## src/rtl/lsw_pkg.sv

```systemverilog
package lsw_pkg;

    typedef enum logic [2:0] {
        ST_IDLE     = 3'd0,
        ST_TOUT     = 3'd1,
        ST_TIN      = 3'd2,
        ST_RING     = 3'd3,
        ST_RGTEST   = 3'd4,
        ST_TOUT_TIN = 3'd5,
        ST_ALLOFF   = 3'd6,
        ST_TOUT_RGT = 3'd7
    } lsw_state_e;

    typedef struct packed {
        logic ring;
        logic tin;
        logic tout;
    } lsw_cmd_t;

    typedef struct packed {
        logic brk;
        logic ring_ret;
        logic ringtest;
        logic tin;
        logic tout;
    } lsw_en_t;

    localparam lsw_en_t EN_NONE = '0;

endpackage

```

## src/rtl/lsw_sync.sv

```systemverilog
module lsw_sync #(
    parameter int              WIDTH   = 1,
    parameter int              STAGES  = 2,
    parameter logic [WIDTH-1:0] RST_VAL = '0
) (
    input  logic             clk,
    input  logic             rst_n,
    input  logic [WIDTH-1:0] d,
    output logic [WIDTH-1:0] q
);
    logic [WIDTH-1:0] chain [STAGES];

    always_ff @(posedge clk) begin
        if (!rst_n) begin
            for (int i = 0; i < STAGES; i++) chain[i] <= RST_VAL;
        end else begin
            chain[0] <= d;
            for (int i = 1; i < STAGES; i++) chain[i] <= chain[i-1];
        end
    end

    assign q = chain[STAGES-1];
endmodule

```

## src/rtl/lsw_cmd_hold.sv

```systemverilog
module lsw_cmd_hold
    import lsw_pkg::*;
(
    input  logic     clk,
    input  logic     rst_n,
    input  logic     hold,
    input  lsw_cmd_t live,
    output lsw_cmd_t eff
);
    lsw_cmd_t held_q;

    // Tracks the live command while transparent; frozen once hold is high.
    always_ff @(posedge clk) begin
        if (!rst_n)     held_q <= '0;
        else if (!hold) held_q <= live;
    end

    assign eff = hold ? held_q : live;
endmodule

```

## src/rtl/lsw_bat_mon.sv

```systemverilog
module lsw_bat_mon (
    input  logic clk,
    input  logic rst_n,
    input  logic too_high,
    input  logic lost,
    input  logic low_ok,
    output logic fault
);
    // Set by either upper condition, cleared only by the lower threshold.
    always_ff @(posedge clk) begin
        if (!rst_n)                fault <= 1'b0;
        else if (too_high || lost) fault <= 1'b1;
        else if (low_ok)           fault <= 1'b0;
    end
endmodule

```

## src/rtl/lsw_acc_hold.sv

```systemverilog
module lsw_acc_hold (
    input  logic clk,
    input  logic rst_n,
    input  logic ring_next,
    input  logic zc,
    output logic acc_on
);
    // A ringing command wins over the zero-cross pulse, which cancels any pending release.
    always_ff @(posedge clk) begin
        if (!rst_n)         acc_on <= 1'b0;
        else if (ring_next) acc_on <= 1'b1;
        else if (zc)        acc_on <= 1'b0;
    end
endmodule

```

## src/rtl/line_sw_ctrl.sv

```systemverilog
module line_sw_ctrl
    import lsw_pkg::*;
#(
    parameter bit EXTENDED    = 1'b1,
    parameter int SYNC_STAGES = 2
) (
    input  logic       clk,
    input  logic       rst_n,
    input  logic       cmd_ring,
    input  logic       cmd_tin,
    input  logic       cmd_tout,
    input  logic       hold,
    input  logic       sd_force_n,
    input  logic       ot_flag,
    input  logic       bat_high,
    input  logic       bat_lost,
    input  logic       bat_ok_low,
    input  logic       zc_pulse,
    output logic       en_break,
    output logic       en_ring_ret,
    output logic       en_ring_acc,
    output logic       en_ringtest,
    output logic       en_tin,
    output logic       en_tout,
    output logic       sd_status,
    output logic [2:0] state_code
);
    localparam int NFLAG = 5;
    // Flag order: {sd_force_n, ot_flag, bat_high, bat_lost, bat_ok_low}
    localparam logic [NFLAG-1:0] FLAG_RST = 5'b1_0_0_0_1;

    logic [NFLAG-1:0] flag_raw, flag_s;
    logic sd_sync, ot_sync, bat_high_s, bat_lost_s, bat_ok_s;
    logic bat_fault, override_all, acc_on, sd_status_q;
    lsw_cmd_t   live_cmd, eff_cmd;
    lsw_state_e cmd_state, next_state, state_q, spare_state;
    lsw_en_t    en_vec;

    assign flag_raw = {sd_force_n, ot_flag, bat_high, bat_lost, bat_ok_low};

    lsw_sync #(.WIDTH(NFLAG), .STAGES(SYNC_STAGES), .RST_VAL(FLAG_RST)) u_sync (
        .clk(clk), .rst_n(rst_n), .d(flag_raw), .q(flag_s)
    );

    assign {sd_sync, ot_sync, bat_high_s, bat_lost_s, bat_ok_s} = flag_s;

    assign live_cmd = '{ring: cmd_ring, tin: cmd_tin, tout: cmd_tout};

    lsw_cmd_hold u_hold (
        .clk(clk), .rst_n(rst_n), .hold(hold), .live(live_cmd), .eff(eff_cmd)
    );

    lsw_bat_mon u_bat (
        .clk(clk), .rst_n(rst_n), .too_high(bat_high_s), .lost(bat_lost_s),
        .low_ok(bat_ok_s), .fault(bat_fault)
    );

    generate
        if (EXTENDED) begin : g_ext
            assign spare_state = ST_TOUT_RGT;
        end else begin : g_base
            assign spare_state = ST_ALLOFF;
        end
    endgenerate

    always_comb begin
        unique case ({eff_cmd.ring, eff_cmd.tin, eff_cmd.tout})
            3'b000:  cmd_state = ST_IDLE;
            3'b001:  cmd_state = ST_TOUT;
            3'b010:  cmd_state = ST_TIN;
            3'b011:  cmd_state = ST_TOUT_TIN;
            3'b100:  cmd_state = ST_RING;
            3'b101:  cmd_state = ST_ALLOFF;
            3'b110:  cmd_state = ST_RGTEST;
            default: cmd_state = spare_state;
        endcase
    end

    assign override_all = !sd_sync || ot_sync || bat_fault;
    assign next_state   = override_all ? ST_ALLOFF : cmd_state;

    always_ff @(posedge clk) begin
        if (!rst_n) begin
            state_q     <= ST_ALLOFF;
            sd_status_q <= 1'b1;
        end else begin
            state_q     <= next_state;
            sd_status_q <= !ot_sync;
        end
    end

    lsw_acc_hold u_acc (
        .clk(clk), .rst_n(rst_n), .ring_next(next_state == ST_RING),
        .zc(zc_pulse), .acc_on(acc_on)
    );

    always_comb begin
        en_vec = EN_NONE;
        unique case (state_q)
            ST_IDLE:     en_vec.brk      = 1'b1;
            ST_TOUT:     en_vec.tout     = 1'b1;
            ST_TIN:      en_vec.tin      = 1'b1;
            ST_RING:     en_vec.ring_ret = 1'b1;
            ST_RGTEST:   en_vec.ringtest = 1'b1;
            ST_TOUT_TIN: begin
                en_vec.tin  = 1'b1;
                en_vec.tout = 1'b1;
            end
            ST_TOUT_RGT: begin
                en_vec.ringtest = 1'b1;
                en_vec.tout     = 1'b1;
            end
            default:     en_vec = EN_NONE;
        endcase
    end

    assign en_break    = en_vec.brk;
    assign en_ring_ret = en_vec.ring_ret;
    assign en_ring_acc = acc_on;
    assign en_ringtest = en_vec.ringtest;
    assign en_tin      = en_vec.tin;
    assign en_tout     = en_vec.tout;
    assign sd_status   = sd_status_q;
    assign state_code  = state_q;
endmodule

```

## config.mk

```make
export PLATFORM = sky130hd
export DESIGN_NAME = line_sw_ctrl
export DESIGN_NICKNAME = d
export VERILOG_FILES = /design/src/rtl/lsw_pkg.sv /design/src/rtl/lsw_sync.sv /design/src/rtl/lsw_cmd_hold.sv /design/src/rtl/lsw_bat_mon.sv /design/src/rtl/lsw_acc_hold.sv /design/src/rtl/line_sw_ctrl.sv
export SDC_FILE = /design/constraint.sdc
export NUM_CORES = 1
export LEC_CHECK = 0
export BUFFER_PORTS_ARGS = -buffer_cell sky130_fd_sc_hd__buf_4
export CAP_MARGIN = 20
export CORE_MARGIN = 2
export CORE_UTILIZATION = 40
export CTS_CLUSTER_SIZE = 12
export DETAILED_ROUTE_END_ITERATION = 6
export GPL_ROUTABILITY_DRIVEN = 0
export PLACE_DENSITY_LB_ADDON = 0.1
export SLEW_MARGIN = 15
export SYNTH_ARGS = -nofsm -noshare
export SYNTH_HDL_FRONTEND = slang
export SYNTH_SLANG_ARGS = --single-unit
```

## constraint.sdc

```tcl
create_clock -name clk -period 1.3 [get_ports clk]
set_input_delay 0.195 -clock clk [delete_from_list [all_inputs] [get_ports clk]]
set_output_delay 0.195 -clock clk [all_outputs]
set_load 0.01 [all_outputs]
```

== Word-level counts from Yosys, hierarchy flattened ==
Memories as Yosys holds them, arrays and structs flattened.
Cells that the tools add are included.
Widths: inputs -> output; s select.

* Register bits: 9
* Latch bits: 0
* RAM bits: 10
* Bits in read-only memories: 0
* Bits of input ports: 12
* Memories: 1

{| class="wikitable"
|+ Memories
! name !! depth !! bits a word !! read ports !! clocked after memory_dff !! write ports !! line !! source
|-
| u_sync.chain || 2 || 5 || 2 || 0 || 2 || lsw_sync.sv:11 || <nowiki>logic [WIDTH-1:0] chain [STAGES];</nowiki>
|}

* Add/sub/neg operators: 0
* $mul: 0
* Divide/modulo/power cells: 0
* Order comparisons: 0
* Equality and inequality tests: 13
* Shifts and indexed selects: 0
* Muxes and demuxes: 16
* Bitwise operators: 2
* Reductions and logical operators: 12

{| class="wikitable"
|+ Operators by type and width
! operator !! number
|-
| $pmux 3 s7 || 1
|-
| $eq 3x3->1 const B || 6
|-
| $eq 3x2->1 const B || 5
|-
| $mux 1 || 11
|-
| $mux 5 || 2
|-
| $eq 3x1->1 const B || 2
|-
| $logic_not 3->1 || 2
|-
| $mux 3 || 2
|-
| $reduce_bool 2->1 || 2
|-
| $reduce_or 2->1 || 2
|-
| $logic_or 1x1->1 || 3
|-
| $reduce_or 3->1 || 1
|-
| $logic_not 1->1 || 2
|-
| $or 1x1->1 || 2
|}

== Depth between registers and ports, before layout ==
Gate-level depths: netlist (run 1).
An unclocked memory read counts as a cell.

* Depth after elaboration: 7
* Mapped depth: 4
* Mapped depth without buffers: 3

== By module ==
From an unflattened synthesis (run 1), not the netlist that was laid out.

* Cell total of the unflattened synthesis: 66
* Area, all modules: 735.7 sq um

{| class="wikitable"
|+ By module, submodules not included
! module !! times used !! cells each !! area each (sq um)
|-
| lsw_sync || 1 || 25 || 300.3
|-
| line_sw_ctrl || 1 || 26 || 232.7
|-
| lsw_cmd_hold || 1 || 9 || 126.4
|-
| lsw_acc_hold || 1 || 3 || 41.3
|-
| lsw_bat_mon || 1 || 3 || 35.0
|}

== Worst setup path after synthesis (run 1) ==
Ideal clock, no wire load.

* Kind: reg2out
* Start: reg state_q[1] (netlist: state_code[1])
* End: out en_tin
* Data arrival time: 798 ps
* Required time: 1105 ps
* Slack: 307 ps
* Stages on the path, launching flop included: 3
* Cells stage by stage: dfxtp_1 -> nand2b_1 -> o21ai_0

* Cells in the longest elaborated chain, start to end: 3
* Elaborated cells between the ends (all ways): 4
* Classes of those cells: 2 x eq/ne; 1 x mux; 1 x reduce/logical

{| class="wikitable"
|+ RTL lines
! element !! line !! source
|-
| start: declaration || line_sw_ctrl.sv:36 || <nowiki>lsw_state_e cmd_state, next_state, state_q, spare_state;</nowiki>
|-
| start signal: assignment || line_sw_ctrl.sv:87 || <nowiki>state_q <= next_state;</nowiki>
|-
| $eq 3x3->1 / $eq 3x2->1 (equally long branches) || line_sw_ctrl.sv:99 || <nowiki>unique case (state_q)</nowiki>
|-
| $reduce_or 2->1 (no line) * || -- ||
|-
| $mux 1 * || line_sw_ctrl.sv:99 ||
|-
| end: declaration || line_sw_ctrl.sv:23 || <nowiki>output logic en_tin,</nowiki>
|}

Every way passes the cells marked *; elsewhere a longest branch is shown, timed or not.

== Worst setup path after layout (run 1) ==
* Start: reg state_q[1] (netlist: state_code[1])
* End: out en_ringtest

* Cells in the longest elaborated chain, start to end: 3
* Elaborated cells between the ends (all ways): 4
* Classes of those cells: 2 x eq/ne; 1 x mux; 1 x reduce/logical

{| class="wikitable"
|+ RTL lines
! element !! line !! source
|-
| $eq 3x3->1 || line_sw_ctrl.sv:99 ||
|-
| $reduce_or 2->1 (no line) * || -- ||
|-
| $mux 1 * || line_sw_ctrl.sv:99 ||
|-
| end: declaration || line_sw_ctrl.sv:22 || <nowiki>output logic en_ringtest,</nowiki>
|}

Marked as above.

==> run summary, run 1 <==
The flow ran to the end, and the final reports show no timing, DRC or antenna violations. Delay of the slowest cell on the worst path: 380 ps. The cell area after layout is 910 um2. The cell sitting at the root of the clock tree is a clkbuf_4. Walking the worst path, the cells encountered are xnor2_2, and2_1, buf_6. The library cell contributing the largest single delay on the critical path is dfxtp_4.

The worst-case IR drop observed on VDD is 0.943 mV. The die covers 0.00206 mm2. The number of antenna diodes in the final layout is 0. The number of cells on the worst reg-to-reg path is 3. The die is 45.4 um tall.

The power density over the cells was 1190 mW/mm2; the count of buffers inserted at the top-level ports was 21. For this block, the routed nets add up to 1040 um of wire. Data on the critical path is required at its endpoint by 1110 ps. Sequential elements use 55.5% of the synthesized area. The fraction of synthesis flops using an asynchronous set or reset pin is 0%. In the final routed layout, each cell accounts on average for 10.1 um. In this run the cell area measured after placement is 848 um2. The worst hold path was traced through 2 stages. The buffering stage count on the worst path with inverters included is 1, and the actual slew at the worst max-slew pin is 343 ps. For this run, the top clock speed supported by timing is 0.790 GHz. For the level count of the clock H-tree, the log shows 1. The total CTS buffers is 3. Broken down by cell family, the worst path's largest delay share belongs to flip-flops. From left edge to right edge, the die measures 45.4 um. The number of remaining DRC errors came out at 0. The cell taking the most area after synthesis is dfxtp_1.

The worst path needs 1270 ps of the cycle, external delays included. The startpoint identified for the worst register-to-register timing path is u_hold.held_q[2]. Total power for the finished layout comes to 0.00109 W. The ratio of routed vias to standard cells works out to 4.68. The area occupied by multi-input gates came out at 302 um2. Yosys mapped the design onto 25 distinct sky130hd cell types. Counting instances in the post-synthesis netlist gives the leading cell types as dfxtp_1 (19), and2_1 (8), nand2b_1 (5).

The tools report the number of fill cells as 148. The clock-pin slew reported for the worst setup and hold paths after clock tree synthesis came out at 100 ps. The tools report the end point of the worst hold path as u_sync.chain[0][0]. Effective utilization at floorplan: 44.0%. The number of cells in the finished layout apart from fillers was 103. The global-route total usage across every layer is 11.6%, and the number of nets in the final layout is 100. In this run the remaining antenna-violating nets after routing total 0.

The area growth from synthesis to layout is 32.7%. Setup-violating endpoint count in the final report: 0. For this design, the CTS-stage hold fixing added 0 buffers. After floorplanning, the core was sized to cover 0.00156 mm2. Synthesis handed over a netlist of 63 instances. TritonCTS built the clock tree.

The tools report the synthesized net count as 75. For the maximum buffer depth of the clock tree, the log shows 2. Registers take 389 um2. The maximum clock skew at final layout is 2.33 ps.

The tools report the initial antenna violation count as 0. The worst setup path is captured at a primary output. The logs give 0.404 nW for the standby leakage power and 0 for the final number of hold-violating endpoints. The worst max-slew margin expressed relative to the limit is 76.5%.

The worst setup path is launched from a flop. The fraction of synthesized cell area taken by the top area cell type was 55.5%; the share of the cycle needed by the critical path after routing was 97.3%. The worst setup path is of the reg2out kind. The first detailed-routing pass took 4 iterations. In the synthesized netlist the dominant register cell turns out to be dfxtp_1.

The logs give 310 ps for the slack of the worst reg-to-reg path and 98 for the placed instance count. In this run the mean area of a mapped cell was 10.9 um2. For the Yosys warning count, the log shows 0. The tools report the endpoint of the lowest-slack register-to-register path as state_code[2]. The vias after detailed routing came out at 482. For this design, the sink count on the clock tree is 19. Yosys mapped a number of flops with a built-in enable equal to 0. For the worst-skew pair, the clock arrives at the later sink with an insertion delay of 290 ps.

Setup repair after global routing could not meet its margin everywhere. During I/O placement, the number of pins put on the boundary was 22. Summed over all failing endpoints, the final setup total negative slack is 0 ps. In the post-synthesis netlist, the biggest area contributors are dfxtp_1 (55%), and2_1 (7.3%), nand2b_1 (4.6%), mux2i_1 (4.4%), nor2b_1 (2.7%). The cell row count was 14; the number of max-capacitance violations reported was 0. The iteration-0 DRC count of the detailed router was 2; the maximum fanout along the worst path was 5. The most common cell in the synthesized netlist was dfxtp_1.

The startpoint identified for the worst hold timing path is bat_ok_low. The share of post-route cells with drive strength above 1 is 39.1%. The min-delay analysis places its worst path in the category in2reg. STA puts the critical path data arrival time at 1070 ps. The first global-routing pass estimated 1680 um of wire. The total overflow left after global routing is 0.

Detailed placement finished with a half-perimeter wire length of 731 um. The logs give 395 for the via count of the first global-routing pass and 18 for the maximum number of pins on one net before global-route repair. The max-slew violation total from the final report is 0, and the total standard cell area after synthesis is 686 um2. In this run, synthesis produced a sequential element count of 19.
sequential cells by signal, indices dropped and copies added (netlist names):
signal / count
state_code: 3
u_hold.held_q: 3
sd_status: 1
u_bat.fault: 1
u_acc.acc_on: 1
u_sync.chain: 10
repair_timing:
action                                  4_1_cts  5_1_grt
gates resized for setup                       2        7
endpoints found under the setup margin        3        4
cloned                                        0        0
setup buffers                                 0        1
pin swaps                                     0        2
where the power goes:
part | total, W | switching, W | internal (W)
Sequential | 0.000635 | 0.0000209 | 0.000615
Combinational | 0.000169 | 0.0000646 | 0.000104
Clock | 0.000282 | 0.000162 | 0.000119
layer usage:
metal / up-vias / track usage, % / routed length (um)
met5: - / 0 / 0
met4: 0 / 5.29 / 9
met3: 2 / 5.95 / 87
met2: 19 / 15.2 / 460
met1: 205 / 15.6 / 482
li1: 256 / - / -
worst max path at each step:
stage	to	from	cells after the start
after floorplan	en_tin	state_code[1]	2
after global placement	state_code[1]	hold	4
after detailed placement	state_code[2]	hold	4
after CTS	en_tin	state_code[1]	3
after global routing	en_ringtest	state_code[1]	3
final	en_ringtest	state_code[1]	3
stage by stage:
stage | hold WS, ps | utilization, % | setup WS (ps)
after floorplan | 268 | - | 307
after global placement | 359 | 54.4 | 239
after detailed placement | 367 | 54.4 | 218
after CTS | 74.2 | 56.3 | 7.41
after global routing | 67.6 | 58.3 | -26.0
final | 78.1 | 58.3 | 34.9
logic make-up (layout without fill, tap and decap cells):
kind of cell,Yosys count,after routing,share of synthesized area (%)
simple gates,29,29,26.5
flops,19,19,55.5
compound gates,6,6,6.02
mux,4,4,6.57
buf+inv,3,27,2.74
fa+ha+maj,1,1,1.46
xor+xnor,1,1,1.28
final cells by class:
| cell class | instances | area share (%) |
|---|---|---|
| inverters | 1 | 0.413 |
| repair buffers | 22 | 18.6 |
| multi-input cells | 41 | 33.1 |
| well taps | 16 | 2.20 |
| clock buffers | 4 | 2.89 |
| flip-flops and latches | 19 | 42.8 |
cells in the final DEF (no fill, tap or decap):
cell and count:
mux2_4 1, dfxtp_2 1, clkbuf_4 3, mux2i_1 3, and2_1 8, nor3b_1 1, xnor2_2 1, o31ai_1 1
o211ai_1 1, inv_1 1, and3b_2 1, o21ai_1 2, nand2b_1 4, maj3_1 1, nor2_1 1, o21a_1 1
buf_6 1, and2_2 1, dfxtp_4 2, nor2b_1 3, nand3b_1 2, and4bb_2 1, dfxtp_1 16, nand2b_4 1
o31a_1 1, nand2_1 4, clkbuf_1 1, nor3_1 2, buf_4 21
Power figures use the tool's default switching activity.
==> run 2, diff against run 1 <==
- ABC_AREA: default -> 1
==> run 2 against run 1 <==
Against the previous run: non-clock buffer count is the same; synthesized area increased by 8.4%; global-route usage increased by 2.3 points; largest power group unchanged; utilization is 2.1 points lower; flip-flop and latch count unchanged; die area increased by 7.7%; combinational power is 19% higher.
==> run summary, run 2 <==
The run finished with clean final reports. The share of synthesized area in the top cell type comes to 51.2%. STA classifies the critical path endpoint as a primary output.

Data on the critical path arrives at its endpoint at 1080 ps. Once detail routing completed, the nets flagged for antenna violations numbered 0. The commonest cells after synthesis are nand2_1 (29), dfxtp_1 (19), inv_1 (16). The register with the most flip-flops in the layout has 10 of them. After the first detailed-routing iteration, the DRC count stood at 5. The via count of the first global-routing pass was 568. The floorplan step set the die height to 47.1 um. In this run the worst path has a maximum fanout of 4. In the synthesized netlist the async set-or-reset flop fraction comes to 0%. Global routing consumed, over all layers together, 13.9% of the routing resources.

Setup slack on the critical path of the routed design comes to 20.4 ps. The startpoint identified for the worst hold timing path is ot_flag. Startpoint kind of the worst setup timing path: a flop.

The worst max-slew margin expressed relative to the limit came out at 87.1%. The clock passes through at most 2 buffers. The average instance in the mapped netlist occupies 7.36 um2. In the final routed layout, each cell accounts on average for 8.65 um. The depth of the most critical reg-to-reg path was 5; the count of unique library cells instantiated by Yosys was 15.

The cell count after synthesis is 101, and the area growth from synthesis to layout is 32.2%. The share of the cycle needed by the critical path after routing came out at 98.4%. The library cells used most frequently in the layout, excluding fill and tap cells, are nand2_1 (29), buf_4 (22), dfxtp_1 (16). The first global-routing pass estimated 2120 um of wire. For flop-to-flop paths, the worst setup slack is 380 ps. Summed over all failing endpoints, the final setup total negative slack is 0 ps.

The number of hold buffers added after CTS was 0. Entering global routing, the biggest net connects 12 pins. At the pin with the least slew margin, the transition time is 193 ps.

In this run, synthesis inferred 0 flip-flops with an integrated enable. The final number of hold-violating endpoints was 0; the ratio of routed vias to standard cells was 4.30. The tools report the buffer type at the clock tree root as clkbuf_4. Global routing finished with a remaining overflow of 0. The tools report the setup-violating endpoint count in the final report as 0. In this run the critical register-to-register path is captured at state_code[0].

The floorplan step defined a core boundary enclosing 0.00175 mm2. For this run, the number of Yosys warnings is 0. The logs give 113 for the synthesized net count and 0 for the number of antenna cells inserted.

The worst path needs 1280 ps of the cycle, external delays included. The start-to-end type of the worst setup path was reg2out. The total standard cell area after synthesis came out at 743 um2.

TritonCTS built the clock tree. The maximum clock skew at final layout was 5.62 ps; the total CTS buffers was 3. The die is 47.1 um wide. The tools report the initial antenna violation count as 0. The library cell used most frequently in the layout, excluding fill and tap cells, is nand2_1. Cells with a size suffix above 1 make up 37.3% of the layout.

For the max-slew violation total from the final report, the log shows 0. For this configuration, the core starts out at a cell density of 42.6%. The tools report the critical path required time as 1110 ps.

Counting the fill cells in the layout gives 189. The sequential element share of the synthesized area was 51.2%. The clock net in this run drives a total of 19 sinks.

Power spread over the standard cell area amounts to 1160 mW/mm2. During I/O placement, the number of pins put on the boundary was 22. Clock-pin slew was measured on the worst setup and hold paths at 110 ps. Of all cell types, the one taking the most synthesized area is dfxtp_1.

Setup repair after global routing could not meet its margin everywhere. The logs give 0.532 mV for the peak supply drop and 1 for the level count of the clock H-tree. Count of state elements after synthesis: 19. For the number of max-capacitance violations reported, the log shows 0. Derived from the worst setup path, the maximum achievable clock frequency is 0.781 GHz. For hold timing, the worst endpoint is u_sync.chain[0][3]. The floorplan has 15 rows. Origin of the critical flop-to-flop path: u_bat.fault. The floorplan step defined a die boundary enclosing 0.00222 mm2. The run gives 972 um as the half-perimeter wire length of the detailed placement result.

Clock latency on the worst-skew pair, taken at its later pin, is 290 ps. The tightest min-delay check is of the in2reg type. Along the worst hold path, the cell count comes to 3.

At the end of the flow, the number of nets in the layout was 139. The tools report the standby leakage power as 0.528 nW. OpenSTA, run right after detailed placement, puts the worst setup slack at 204 ps.

Ranked by total cell area, the synthesized netlist is headed by dfxtp_1 (51%), nand2_1 (15%), inv_1 (8.1%), nor2_1 (5.6%), nand2_2 (4.2%). Ranked by flip-flop count, first place goes to u_sync.chain. The most used flip-flop cell after synthesis is dfxtp_1. Across all layers, the routed design uses 650 vias. The most common cell in the synthesized netlist is nand2_1.

The total length of routed wires was 1310 um; the count of buffers inserted at the top-level ports was 21. The number of remaining DRC errors came out at 0. The pre-antenna-repair detailed-routing pass consisted of 4 iterations.
[run 2: cell types whose count changed after synthesis, moves of 2 or more]
| cell | before | now |
|---|---|---|
| nand2_1 | 4 | 29 |
| nand2_2 | 0 | 5 |
| nor2_1 | 1 | 11 |
| nand3_1 | 0 | 6 |
| nand2b_1 | 5 | 0 |
| mux2i_1 | 3 | 0 |
| and2_1 | 8 | 0 |
| inv_1 | 1 | 16 |
| inv_2 | 0 | 2 |
| nor2b_1 | 3 | 0 |
| or2_2 | 0 | 4 |
[run 2: cell type report]
| class | instances | area, um2 | area share [%] |
|---|---|---|---|
| Sequential cell | 19 | 387 | 39.4 |
| Multi-Input combinational cell | 63 | 304 | 31.0 |
| Timing Repair Buffer | 22 | 165 | 16.8 |
| Inverter | 18 | 67.6 | 6.88 |
| Tap cell | 25 | 31.3 | 3.18 |
| Clock buffer | 3 | 22.5 | 2.29 |
| Clock inverter | 1 | 5.00 | 0.510 |
[run 2: timing repair]
item,4_1_cts,5_1_grt
pin swaps,0,1
buffers inserted,1,0
cloned,0,0
resized for setup,5,6
setup endpoints to repair,3,4
[run 2: how the worst max path moves through the flow]
| stage | slack [ps] | to | start | cells after the start |
|---|---|---|---|---|
| final | 20 | en_tin | state_code[1] | 4 |
| after detailed placement | 200 | en_tin | state_code[0] | 4 |
| after floorplan | 260 | en_tin | state_code[0] | 3 |
| after global routing | -50 | en_tin | state_code[0] | 4 |
| after global placement | 250 | en_tin | state_code[0] | 4 |
| after CTS | 3 | en_tin | state_code[0] | 4 |
[run 2: report_power, final]
part	switching, W	internal [W]
Sequential	0.0000224	0.000618
Combinational	0.000103	0.0000980
Clock	0.000184	0.000114
[run 2: stage by stage]
| step | total power [W] | cell area (um2) | cells | hold WS (ps) | util (%) |
|---|---|---|---|---|---|
| floorplan | 0.000757 | 743 | 101 | 293 | - |
| global placement | 0.000835 | 925 | 146 | 368 | 53.0 |
| detailed placement | 0.000841 | 925 | 146 | 371 | 53.0 |
| CTS | 0.00115 | 968 | 151 | 67.3 | 55.5 |
| global route | 0.00121 | 982 | 151 | 59.5 | 56.3 |
| finish | 0.00114 | 982 | 151 | 79.2 | 56.3 |
[run 2: cells by family (layout without fill, tap and decap cells)]
group / Yosys count / after routing / synth area share [%]
DFF: 19 / 19 / 51.2
AOI/OAI and AO/OA: 4 / 4 / 3.03
buffers and inverters: 19 / 44 / 10.1
and+or+nand+nor: 59 / 59 / 35.7
[run 2: routing by layer]
layer  up-vias  GRT usage (%)  routed length, um
met1       282           15.1                606
li1        349              -                  -
met3         2           3.46                 68
met2        17           24.1                620
met5         -              0                  0
met4         0           8.33                 11
[run 2: critical path, stage by stage (launching register included)]
cell     delay (ps)
dfxtp_4         380
inv_2            80
nor2_2           40
o21a_1          160
buf_4           130
